===== src/rtl/pwr_wake_ctrl.sv =====
module pwr_wake_ctrl #(
  parameter int ON_HOLD_MS  = 10,
  parameter int OFF_HOLD_MS = 8000
) (
  input  logic clk,
  input  logic rst_n,
  input  logic tick_ms,
  input  logic btn_pressed,
  input  logic lid_open,
  input  logic sys_off,
  input  logic s0_to_s3,
  output logic pwr_on_req,
  output logic force_off_req
);
  localparam int ON_W  = $clog2(ON_HOLD_MS + 1);
  localparam int OFF_W = $clog2(OFF_HOLD_MS + 1);

  logic             primed, btn_q, lid_q;
  logic             on_arm, off_arm;
  logic [ON_W-1:0]  on_cnt;
  logic [OFF_W-1:0] off_cnt;

  wire press    = primed & btn_pressed & ~btn_q;
  wire lid_wake = primed & lid_open & ~lid_q & sys_off;
  wire sus_hit  = s0_to_s3 & btn_pressed;
  wire on_done  = on_arm & btn_pressed & tick_ms &
                  (on_cnt == ON_W'(ON_HOLD_MS - 1));
  wire off_done = off_arm & btn_pressed & tick_ms &
                  (off_cnt == OFF_W'(OFF_HOLD_MS - 1));

  always_ff @(posedge clk) begin
    if (!rst_n) begin
      primed        <= 1'b0;
      btn_q         <= 1'b0;
      lid_q         <= 1'b0;
      pwr_on_req    <= 1'b0;
      force_off_req <= 1'b0;
    end else begin
      primed        <= 1'b1;
      btn_q         <= btn_pressed;
      lid_q         <= lid_open;
      pwr_on_req    <= lid_wake | on_done;
      force_off_req <= sus_hit | off_done;
    end
  end

  always_ff @(posedge clk) begin
    if (!rst_n) begin
      on_arm <= 1'b0;
      on_cnt <= '0;
    end else if (!btn_pressed) begin
      on_arm <= 1'b0;
    end else if (press) begin
      on_arm <= sys_off;
      on_cnt <= '0;
    end else if (on_done) begin
      on_arm <= 1'b0;
    end else if (on_arm && tick_ms) begin
      on_cnt <= on_cnt + ON_W'(1);
    end
  end

  always_ff @(posedge clk) begin
    if (!rst_n) begin
      off_arm <= 1'b0;
      off_cnt <= '0;
    end else if (!btn_pressed) begin
      off_arm <= 1'b0;
    end else if (press) begin
      off_arm <= 1'b1;
      off_cnt <= '0;
    end else if (off_done || sus_hit) begin
      off_arm <= 1'b0;
    end else if (off_arm && tick_ms) begin
      off_cnt <= off_cnt + OFF_W'(1);
    end
  end
endmodule


===== config.mk =====
export PLATFORM = sky130hd
export DESIGN_NAME = pwr_wake_ctrl
export DESIGN_NICKNAME = d
export VERILOG_FILES = /design/src/rtl/pwr_wake_ctrl.sv
export SDC_FILE = /design/constraint.sdc
export NUM_CORES = 1
export LEC_CHECK = 0
export ABC_CLOCK_PERIOD_IN_PS = 4900
export BUFFER_PORTS_ARGS = -buffer_cell sky130_fd_sc_hd__buf_2
export CAP_MARGIN = 25
export CELL_PAD_IN_SITES_DETAIL_PLACEMENT = 1
export CELL_PAD_IN_SITES_GLOBAL_PLACEMENT = 1
export CORE_ASPECT_RATIO = 0.7
export CORE_MARGIN = 2
export CORE_UTILIZATION = 35
export CTS_BUF_LIST = sky130_fd_sc_hd__clkbuf_4
export CTS_CLUSTER_DIAMETER = 100
export DETAILED_ROUTE_END_ITERATION = 6
export PLACE_DENSITY = 0.64
export SLEW_MARGIN = 20
export SYNTH_ARGS = -nofsm -noshare
export SYNTH_HDL_FRONTEND = slang
export SYNTH_SLANG_ARGS = --single-unit

===== constraint.sdc =====
create_clock -name clk -period 4.9 [get_ports clk]
set_input_delay 0.49 -clock clk [delete_from_list [all_inputs] [get_ports clk]]
set_output_delay 0.49 -clock clk [all_outputs]
set_load 0.005 [all_outputs]

==> impl_metrics.csv <==
group,metric,value,unit
run_status,status,"finished, final reports clean",
global_routing,grt_max_degree,17,
sta,tns,0,ns
flow_run,cap_violations,0,
logic_synthesis,synth_compound_area_frac,0.122,
pwr,vdd_drop_max,141,uV
sta,hold_viol,0,
cts,cts_tree,"done",
sta,rsz0062_at_grt,"no",
logic_synthesis,avgSynthCellArea,8.95,um^2
pwr,power_density,291,mW/mm^2
logic_synthesis,async_flop_share,0,
floorplan,dieWidth,71.0,um
logic_synthesis,synth_fp_nets,133,
worst_setup_path,path_cells,"ha_1 > nand4_1 > nor4_4 > o311ai_0 > o41ai_1",
cts,path_clk_slew,0.13,ns
logic_synthesis,yosys.area_share.adder,0.0341,
floorplan,num_io_pins,9,
cts,ctsResizeCount,0,
layout,syn2layout_area_growth,11.1,%
logic_synthesis,synth_cell_types,35,
global_routing,grt_overflow,0,
routing,wirelength,2.52,mm
cts,postCtsSetupRepairBufs,0,
place,hpwl,1.90,mm
logic_synthesis,synth_top_area_frac,0.436,
place,gp_congestion,0.845,
worst_setup_path,rrSetupSlack,2.87,ns
worst_setup_path,crit_path_end_kind,"flop",
logic_synthesis,synthFlopType,"dfxtp_1",
floorplan,die_h,50.9,um
worst_setup_path,required,5.12,ns
cts,clock_latency,0.32,ns
sta,worst_pin_slew,0.771,ns
worst_setup_path,cp.arrival,2.25,ns
logic_synthesis,synth_area,0.00110,mm^2
routing,drt-initial-drc-count,20,
cts,cts_buffer_depth,2,
layout,final_util,0.422,
logic_synthesis,ys_warn_count,0,
logic_synthesis,synth-seq-cells,24,
sta,finClkSkew,0.0121,ns
min_path,hp-class,"primary input to flop",
sta,finalCriticalPeriod,2.03,ns
place,portBuffers,8,
pwr,p_leak,0.432,nW
logic_synthesis,synth-simple-area-share,0.309,
routing,wl_per_cell,15.0,um
logic_synthesis,synth_edf_count,0,
global_routing,first_global_vias,985,
logic_synthesis,synth_top_family_by_area,"simple AND/OR/NAND/NOR gates",
floorplan,die_area,0.00362,mm^2
layout,antenna_cells,0,
logic_synthesis,synth_xor_area_frac,0.0557,
routing,ant_nets,0,
routing,viasPerCell,5.61,
logic_synthesis,yosysSeqAreaShare,0.436,
cts,cts_root_buf,"clkbuf_4",
global_routing,grt.total_usage,0.164,
sta,finalSetupViolations,0,
global_routing,grt_pass1_wl,4.65,mm
worst_setup_path,cp_slowest_stage_delay,0.66,ns
floorplan,initial_utilization,0.379,
logic_synthesis,synthMuxAreaShare,0.00909,
global_routing,antenna_found_initial,0,
sta,relSlewSlack,0.482,
worst_setup_path,crit_fanout,16,
worst_setup_path,start_kind,"flop",
worst_setup_path,path_class,"flop to flop",
sta,timing.final.max_slew_violations,0,
layout,drive_above_1_share,0.106,
logic_synthesis,synth_area_leader_cell,"dfxtp_1",
pwr,total_power,0.356,mW
routing,drtPass1Iterations,4,
cts,cts_made_buffers,3,
cts,cts_max_level,1,
sta,fmax,492,MHz
layout,fillers,350,
cts,ctsHoldBuffers,0,
layout,nNetsFinal,143,
routing,num_vias,943,
floorplan,rows,16,
routing,remaining_drc_errors,0,
worst_setup_path,cp_slowest_cell,"nor4_4",
layout,multi_input_area,583,um^2
layout,final-seq-area,480,um^2
cts,clock_sinks,24,
floorplan,core,0.00290,mm^2
sta,fin_crit_sh,0.415,
logic_synthesis,synth_area_leaders,"dfxtp_1, xnor2_1, nor2_1, ha_1, nand2_1",
logic_synthesis,synthCells,123,
synthesized netlist by cell type (4+ instances only):
library cell and n:
a21oi_1 7, dfxtp_1 24, inv_1 6, nand2_1 10
nand3_1 7, nand4_1 5, nor2_1 11, o21ai_0 4
or4_1 4, xnor2_1 6
per-stage QoR:
step	worst slack [ns]	cell area, um^2	hold WS (ns)	std cells
after floorplan	3.12	1100	0.444	123
after global placement	2.77	1170	0.464	164
after detailed placement	2.70	1170	0.479	164
after CTS	2.85	1220	0.320	168
after global routing	2.55	1220	0.316	168
final	2.87	1220	0.333	168
where the power goes:
group | total [mW] | internal [mW] | switching (mW)
Combinational | 0.0139 | 0.00474 | 0.00915
Sequential | 0.199 | 0.198 | 0.00134
Clock | 0.144 | 0.0827 | 0.0610
final timing paths:
check	startpoint	end	cells after the start
worst max-delay path	off_cnt[1]	off_cnt[4]	5
worst min register to register	off_cnt[11]	off_cnt[11]	2
worst min-delay path	rst_n	primed	1
worst max register to register	off_cnt[1]	off_cnt[4]	5
area by class of cell:
type | count | share of cell area
clock buffer | 3 | 0.0184
clock inverter | 1 | 0.0245
inverter | 6 | 0.0184
multi-input combinational | 90 | 0.476
sequential | 24 | 0.393
tap | 36 | 0.0368
timing repair buffer | 8 | 0.0327
layout by cell type (no fill, tap or decap), types with 2 or more instances in the layout:
master,instances
dfxtp_1,24
nor2_1,11
a211oi_1,2
inv_1,6
or3_1,3
nor3_1,3
o21ai_0,4
nand4_1,5
nand2_1,10
and2_1,3
o31ai_1,3
nand3_1,7
clkbuf_4,3
or4_1,4
xnor2_1,6
a21oi_1,7
buf_2,8
nor4_1,3
ha_1,3
layer usage:
layer  vias to the layer above  routed length [um]  GRT usage
met2                        16                1030      0.237
met4                         0                  10     0.0252
met1                       452                1380      0.245
li1                        473                   -          -
met5                         -                   0          0
met3                         2                 101     0.0473
flip-flops by register name, summed over array words and instances (netlist names):
| name | flops |
|---|---|
| on_cnt | 4 |
| on_arm | 1 |
| pwr_on_req | 1 |
| lid_q | 1 |
| off_cnt | 13 |
| btn_q | 1 |
| primed | 1 |
| off_arm | 1 |
| force_off_req | 1 |
cell families after synthesis:
| group | Yosys count |
|---|---|
| adders and majority gates | 3 |
| and+or+nand+nor | 58 |
| AOI/OAI and AO/OA | 21 |
| DFF | 24 |
| xor gates and xnor gates | 7 |
| muxes | 1 |
| buffers and inverters | 9 |
critical path: cells and delay by family (launching register included):
kind	cells	cell delay, ns
and+or+nand+nor	2	0.93
adders and majority gates	1	0.22
AOI/OAI and AO/OA	2	0.36
DFF	1	0.42
(Power assumes the default switching activity.)
